--- src/rtl/spi_dbuf_pkg.sv ---
`timescale 1ns/1ps
package spi_dbuf_pkg;
  localparam int BYTE_W = 8;
  // status register bit positions
  localparam int ST_TXE  = 0;
  localparam int ST_RXF  = 1;
  localparam int ST_OVF  = 2;
  localparam int ST_WERR = 3;
  localparam int ST_BUSY = 4;
  // register addresses
  localparam logic ADDR_DATA = 1'b0;
  localparam logic ADDR_STAT = 1'b1;
endpackage

--- src/rtl/spi_clk_div.sv ---
`timescale 1ns/1ps
module spi_clk_div #(
  parameter int CNT_W = 5
) (
  input  logic       clk,
  input  logic       rst,
  input  logic       run,
  input  logic [1:0] div_sel,
  output logic       tick
);
  logic [CNT_W-1:0] cnt;
  logic [CNT_W-1:0] lim;

  // half period in clocks: 1, 4, 8, 16
  always_comb begin
    lim  = (div_sel == 2'd0) ? '0 : CNT_W'((2 << div_sel) - 1);
    tick = run && (cnt == lim);
  end

  always_ff @(posedge clk) begin
    if (rst || !run || tick) cnt <= '0;
    else                     cnt <= cnt + 1'b1;
  end
endmodule

--- src/rtl/spi_shifter.sv ---
`timescale 1ns/1ps
module spi_shifter #(
  parameter int W = 8
) (
  input  logic         clk,
  input  logic         rst,
  input  logic         cpol,
  input  logic         cpha,
  input  logic         tick,
  input  logic         tx_valid,
  input  logic [W-1:0] tx_byte,
  input  logic         miso,
  output logic         run,
  output logic         load_ack,
  output logic         byte_done,
  output logic [W-1:0] rx_byte,
  output logic         sck,
  output logic         mosi,
  output logic         busy
);
  localparam int EDGES = 2 * W;
  localparam int EC_W  = $clog2(EDGES);

  logic [EC_W-1:0] ecnt;
  logic [W-1:0]    sr;
  logic [W-1:0]    rsr;
  logic            lead, last_edge, do_sample, do_shift;

  always_comb begin
    lead      = ~ecnt[0];
    last_edge = (ecnt == EC_W'(EDGES - 1));
    do_sample = cpha ? !lead : lead;
    do_shift  = cpha ? (lead && (ecnt != '0)) : (!lead && !last_edge);
    load_ack  = tx_valid && (!run || (tick && last_edge));
  end

  assign mosi = sr[W-1];

  always_ff @(posedge clk) begin
    if (rst) begin
      run       <= 1'b0;
      busy      <= 1'b0;
      sck       <= cpol;
      ecnt      <= '0;
      sr        <= '0;
      rsr       <= '0;
      rx_byte   <= '0;
      byte_done <= 1'b0;
    end else begin
      byte_done <= 1'b0;
      if (!run) sck <= cpol;
      if (tick) begin
        sck  <= ~sck;
        ecnt <= ecnt + 1'b1;
        busy <= 1'b1;
        if (do_sample) rsr <= {rsr[W-2:0], miso};
        if (do_shift)  sr  <= {sr[W-2:0], 1'b0};
        if (last_edge) begin
          byte_done <= 1'b1;
          rx_byte   <= cpha ? {rsr[W-2:0], miso} : rsr;
          ecnt      <= '0;
          if (!tx_valid) begin
            run  <= 1'b0;
            busy <= 1'b0;
          end
        end
      end
      if (load_ack) begin
        sr  <= tx_byte;
        run <= 1'b1;
      end
    end
  end


  busy_idle_chk: assert property (@(posedge clk) disable iff (rst)
    $fell(busy) |-> sck == cpol);

  msb_first_chk: assert property (@(posedge clk) disable iff (rst)
    load_ack |=> mosi == $past(tx_byte[W-1]));

  sck_hold_chk: assert property (@(posedge clk) disable iff (rst)
    run && !tick |=> $stable(sck));
endmodule

--- src/rtl/spi_cpu_regs.sv ---
`timescale 1ns/1ps
module spi_cpu_regs
  import spi_dbuf_pkg::*;
#(
  parameter int W = 8
) (
  input  logic         clk,
  input  logic         rst,
  input  logic         bus_wr,
  input  logic         bus_rd,
  input  logic         bus_addr,
  input  logic [W-1:0] bus_wdata,
  input  logic         load_ack,
  input  logic         byte_done,
  input  logic         busy,
  input  logic [W-1:0] rx_byte,
  output logic         tx_valid,
  output logic [W-1:0] tx_byte,
  output logic         tx_empty,
  output logic         rx_full,
  output logic [W-1:0] bus_rdata
);
  logic         ovf, werr, arm;
  logic [W-1:0] rx_data;
  logic         wr_data, rd_data, rd_stat, clr;
  logic [W-1:0] status;

  always_comb begin
    wr_data = bus_wr && (bus_addr == ADDR_DATA);
    rd_data = bus_rd && (bus_addr == ADDR_DATA);
    rd_stat = bus_rd && (bus_addr == ADDR_STAT);
    clr     = rd_data && arm;
    status          = '0;
    status[ST_TXE]  = tx_empty;
    status[ST_RXF]  = rx_full;
    status[ST_OVF]  = ovf;
    status[ST_WERR] = werr;
    status[ST_BUSY] = busy;
  end

  assign tx_valid = !tx_empty;

  always_ff @(posedge clk) begin
    if (rst) begin
      tx_empty  <= 1'b1;
      rx_full   <= 1'b0;
      ovf       <= 1'b0;
      werr      <= 1'b0;
      arm       <= 1'b0;
      tx_byte   <= '0;
      rx_data   <= '0;
      bus_rdata <= '0;
    end else begin
      if (wr_data) begin
        if (tx_empty) begin
          tx_byte  <= bus_wdata;
          tx_empty <= 1'b0;
        end else begin
          werr <= 1'b1;
        end
      end
      if (load_ack) tx_empty <= 1'b1;
      if (rd_stat) begin
        bus_rdata <= status;
        werr      <= 1'b0;
        ovf       <= 1'b0;
        if (rx_full) arm <= 1'b1;
      end
      if (rd_data) begin
        bus_rdata <= rx_data;
        if (arm) begin
          rx_full <= 1'b0;
          arm     <= 1'b0;
        end
      end
      if (byte_done) begin
        if (!rx_full || clr) begin
          rx_data <= rx_byte;
          rx_full <= 1'b1;
        end else begin
          ovf <= 1'b1;
        end
      end
    end
  end


  accept_chk: assert property (@(posedge clk) disable iff (rst)
    wr_data && tx_empty |=> !tx_empty && tx_byte == $past(bus_wdata));

  refuse_chk: assert property (@(posedge clk) disable iff (rst)
    wr_data && !tx_empty |=> $stable(tx_byte));

  txe_rise_chk: assert property (@(posedge clk) disable iff (rst)
    $rose(tx_empty) |-> $past(load_ack));

  rxf_rise_chk: assert property (@(posedge clk) disable iff (rst)
    $rose(rx_full) |-> $past(byte_done));

  rxf_fall_chk: assert property (@(posedge clk) disable iff (rst)
    $fell(rx_full) |-> $past(rd_data));

  ovf_keep_chk: assert property (@(posedge clk) disable iff (rst)
    byte_done && rx_full && !clr |=> ovf && $stable(rx_data));
endmodule

--- src/rtl/spi_dbuf_master.sv ---
`timescale 1ns/1ps
module spi_dbuf_master
  import spi_dbuf_pkg::*;
#(
  parameter int DATA_W    = BYTE_W,
  parameter int DIV_CNT_W = 5
) (
  input  logic              clk,
  input  logic              rst,
  input  logic              cfg_cpol,
  input  logic              cfg_cpha,
  input  logic [1:0]        cfg_div,
  input  logic              bus_wr,
  input  logic              bus_rd,
  input  logic              bus_addr,
  input  logic [DATA_W-1:0] bus_wdata,
  output logic [DATA_W-1:0] bus_rdata,
  output logic              tx_empty,
  output logic              rx_full,
  output logic              busy,
  output logic              sck,
  output logic              mosi,
  input  logic              miso
);
  logic              run, tick, load_ack, byte_done, tx_valid;
  logic [DATA_W-1:0] tx_byte, rx_byte;

  spi_clk_div #(.CNT_W(DIV_CNT_W)) div_i (
    .clk(clk), .rst(rst), .run(run), .div_sel(cfg_div), .tick(tick)
  );

  spi_shifter #(.W(DATA_W)) shf_i (
    .clk(clk), .rst(rst), .cpol(cfg_cpol), .cpha(cfg_cpha), .tick(tick),
    .tx_valid(tx_valid), .tx_byte(tx_byte), .miso(miso), .run(run),
    .load_ack(load_ack), .byte_done(byte_done), .rx_byte(rx_byte),
    .sck(sck), .mosi(mosi), .busy(busy)
  );

  spi_cpu_regs #(.W(DATA_W)) regs_i (
    .clk(clk), .rst(rst), .bus_wr(bus_wr), .bus_rd(bus_rd),
    .bus_addr(bus_addr), .bus_wdata(bus_wdata), .load_ack(load_ack),
    .byte_done(byte_done), .busy(busy), .rx_byte(rx_byte),
    .tx_valid(tx_valid), .tx_byte(tx_byte), .tx_empty(tx_empty),
    .rx_full(rx_full), .bus_rdata(bus_rdata)
  );
endmodule

--- config.mk ---
export PLATFORM = sky130hd
export DESIGN_NAME = spi_dbuf_master
export DESIGN_NICKNAME = d
export VERILOG_FILES = /design/src/rtl/spi_dbuf_pkg.sv /design/src/rtl/spi_clk_div.sv /design/src/rtl/spi_shifter.sv /design/src/rtl/spi_cpu_regs.sv /design/src/rtl/spi_dbuf_master.sv
export SDC_FILE = /design/constraint.sdc
export NUM_CORES = 1
export LEC_CHECK = 0
export BUFFER_PORTS_ARGS = -buffer_cell sky130_fd_sc_hd__buf_2
export CAP_MARGIN = 20
export CORE_MARGIN = 2
export CORE_UTILIZATION = 57
export CTS_CLUSTER_SIZE = 40
export DETAILED_ROUTE_END_ITERATION = 12
export PLACE_DENSITY_LB_ADDON = 0.3
export SLEW_MARGIN = 10
export SYNTH_ARGS = -nofsm -noshare
export SYNTH_HDL_FRONTEND = slang
export SYNTH_SLANG_ARGS = --single-unit
--- constraint.sdc ---
create_clock -name clk -period 2.21 [get_ports clk]
set_input_delay 0.442 -clock clk [delete_from_list [all_inputs] [get_ports clk]]
set_output_delay 0.442 -clock clk [all_outputs]
set_load 0.1 [all_outputs]
==> reports/results.tsv <==
metric	value	unit
worst hold path class	in2reg	
total gr overflow	0	
count of warnings emitted by yosys	0	
Total Power	2.81	mW
number of detailed-routing iterations run before antenna repair	4	
async set-or-reset flop fraction in the synthesized netlist	0	%
share of the clock period used by the worst path	86.3	%
Leakage Power	1.41	nW
H-tree level count	3	
largest vdd supply drop	355	uV
result of the run	completed	
setup repair after global routing missed its margin	false	
post-layout instance area	0.00332	mm^2
Vias per Instance	5.47	
kind of critical path	reg2reg	
Seq/Total Area, Yosys	47.2	%
setup TNS	0	ns
launch point of the worst hold path	bus_wdata[5]	
setup slack, reg-to-reg	0.30	ns
number of cells after detailed placement	380	
launching instance or port of the critical path	div_i.cnt[3]$_SDFF_PP0_	
area grow syn2layout	17.8	%
non-filler instance count after layout	396	
# resized after CTS	0	
actual slew at the worst max-slew pin	0.590	ns
Critical R2R Capture	shf_i.rsr[7]$_SDFFE_PP0P_	
destination of the worst hold path	regs_i.tx_byte[5]$_SDFFE_PP0P_	
dpl hpwl	3490	um
net count of the mapped netlist	313	
final cell utilization of the core	69.9	%
post-synthesis instance area	0.00282	mm^2
antenna violations before repair	0	
Antenna Violating Nets Remaining	0	
initial core utilization	59.3	%
Die Span X	74.3	um
cell at the root of the clock tree	clkbuf_8	
setup violation total in the final timing report	0	
standard cell with the maximum stage delay on the critical path	o2111ai_2	
distinct cell type count after synthesis	45	
vertical die dimension	74.3	um
Num CTS Buffers	9	
routed wire length	5280	um
multi-input combinational cell area	0.00140	mm^2
final weighted congestion of routability-driven global placement	0.744	
Max-Cap Viols	0	
endpoint required time on the critical path	2.42	ns
vias in the first global route	1954	
startpoint types	flop	
timing-limited maximum frequency	524	MHz
number of synthesized flops with an enable pin	1	
length in cells of the worst reg-to-reg path	5	
hold path cells	3	
global-route usage over all layers	20.7	%
Worst path max stage delay	0.54	ns
I/O pin total	31	
total setup buffers inserted after CTS	0	
mean instance size in the synthesized netlist	9.65	um^2
Fillers	374	
gate count after technology mapping	292	
largest net degree at the start of global routing	40	
global-route wire length before repair	8690	um
row cnt	25	
total count of max-transition violations in the final report	0	
detailed router's first-iteration violation count	79	
maximum number of buffers from clock root to sink	2	
most common flop cell mapped by yosys	dfxtp_1	
number of buffers added on ports	30	
placed inst area	0.00305	mm^2
CTS tree	built	
arrival time of data at the critical path endpoint	2.12	ns
share of post-route cells with drive strength above 1	20.1	%
DR vias	2168	
number of hold-repair buffers added at the cts stage	0	
RR Startpoint	div_i.cnt[3]$_SDFF_PP0_	
largest fanout on the critical path	8	
Post-route DRC	0	
clock transition time at the flip-flop clock pins of the worst setup and hold paths	0.08	ns
Worst slew margin	60.7	%
power density over cell area	846	mW/mm^2
core area	0.00475	mm^2
worst-case clock skew	0.00779	ns
area of the die	0.00552	mm^2
clock insertion delay at the later pin of the skew report	0.34	ns
# clock sinks	66	
routed length per instance	13.3	um
number of nets at the end of the flow	345	
final hold violation count	0	
area occupied by registers	0.00133	mm^2
ant diodes	0	
Yosys reg bits	66	
time the worst path needs with I/O delays and setup	1.91	ns
worst path cell trace	xor2_1 > o22ai_4 > o2111ai_2 > mux2i_1 > nor2_1	
element type at the critical path end	flop	
-- worst max path at each step --
| stage | endpoint | slack (ns) | cells after the start |
|---|---|---|---|
| floorplan | shf_i.sr[6]$_SDFFE_PP0P_ | 0.13 | 7 |
| global placement | shf_i.rsr[6]$_SDFFE_PP0P_ | 0.17 | 6 |
| detailed placement | shf_i.rsr[0]$_SDFFE_PP0P_ | 0.13 | 6 |
| CTS | shf_i.rsr[7]$_SDFFE_PP0P_ | 0.28 | 5 |
| global route | shf_i.rsr[7]$_SDFFE_PP0P_ | 0.13 | 5 |
| finish | shf_i.rsr[7]$_SDFFE_PP0P_ | 0.30 | 5 |
-- cell families after synthesis --
group                      synth area share [%]
buffers and inverters                      3.15
adders and majority gates                  1.33
muxes                                      15.6
xor gates and xnor gates                   1.86
and+or+nand+nor                            16.2
AOI/OAI and AO/OA                          14.6
DFF                                        47.2
-- cells in the mapped netlist (all sizes together) (2+ instances only) --
cell type | number | area [um^2]
o211ai | 2 | 28.8
a31oi | 2 | 18.8
nor2b | 3 | 18.8
xor2 | 4 | 35.0
o21ai | 4 | 20.0
buf | 6 | 32.5
dfxtp | 65 | 1300
xnor2 | 2 | 17.5
o31ai | 2 | 15.0
nand2 | 10 | 37.5
mux2i | 44 | 440
clkbuf | 11 | 41.3
ha | 3 | 37.5
o22ai | 2 | 26.3
a21oi | 12 | 60.1
a211oi | 22 | 183
inv | 4 | 15.0
nor3 | 5 | 25.0
nand3 | 6 | 30.0
nand3b | 4 | 30.0
nor2 | 58 | 220
nand2b | 7 | 43.8
-- through the flow --
stage / setup WS (ns) / hold slack, ns
finish: 0.302 / 0.332
global route: 0.130 / 0.332
CTS: 0.285 / 0.319
detailed placement: 0.132 / 0.453
global placement: 0.166 / 0.452
floorplan: 0.131 / 0.447
-- cells in the final DEF (no fill, tap or decap), types with 2 or more instances in the layout --
cell       netlist  routed
nand3b_1         4       4
nor2_1          57      57
xor2_1           4       4
a21oi_1         12      12
nor3_1           5       5
nor2b_1          3       3
buf_2            2      30
mux2i_1         44      44
ha_1             3       3
inv_1            4       4
xnor2_1          2       2
o31ai_1          2       2
dfxtp_1         65      64
buf_4            0       7
clkbuf_8         0      10
nand3_1          6       6
a211oi_1        20      20
nand2_1         10      10
o21ai_0          3       3
nand2b_1         7       7
bufinv_16        0       3
-- critical path: cells and delay by family (launching register included) --
| kind | cells | cell delay [ns] |
|---|---|---|
| AOI/OAI and AO/OA | 2 | 0.71 |
| DFF | 1 | 0.42 |
| xor gates and xnor gates | 1 | 0.32 |
| muxes | 1 | 0.26 |
| and+or+nand+nor | 1 | 0.06 |
-- final cells by class --
| cell class | instances | share of cell area [%] |
|---|---|---|
| inverters | 4 | 0.452 |
| repair buffers | 38 | 6.70 |
| flip-flops and latches | 66 | 40.1 |
| multi-input cells | 205 | 42.1 |
| clock buffers | 11 | 4.90 |
| clock inverters | 5 | 3.20 |
| well taps | 67 | 2.52 |
-- report_power, final --
part	internal [mW]	total, mW	switching (mW)
clock network	0.853	1.33	0.479
logic	0.0724	0.237	0.164
registers	1.22	1.24	0.0209
total	2.15	2.81	0.664
-- registers in the layout, summed over array words and instances, names as in the netlist, 4 cells and up --
| name | cells |
|---|---|
| regs_i.bus_rdata | 8 |
| regs_i.tx_byte | 8 |
| shf_i.rsr | 8 |
| shf_i.sr | 8 |
| regs_i.rx_data | 8 |
| shf_i.ecnt | 4 |
| shf_i.rx_byte | 8 |
| div_i.cnt | 5 |
-- layer usage --
metal / share of wire, % / up-vias / global-route usage [%]
li1: - / 1092 / -
met5: 0 / - / 0
met1: 47 / 1016 / 26.0
met4: 2.4 / 0 / 11.9
met2: 47 / 45 / 33.3
met3: 3.3 / 15 / 4.20
(Power assumes the default switching activity.)
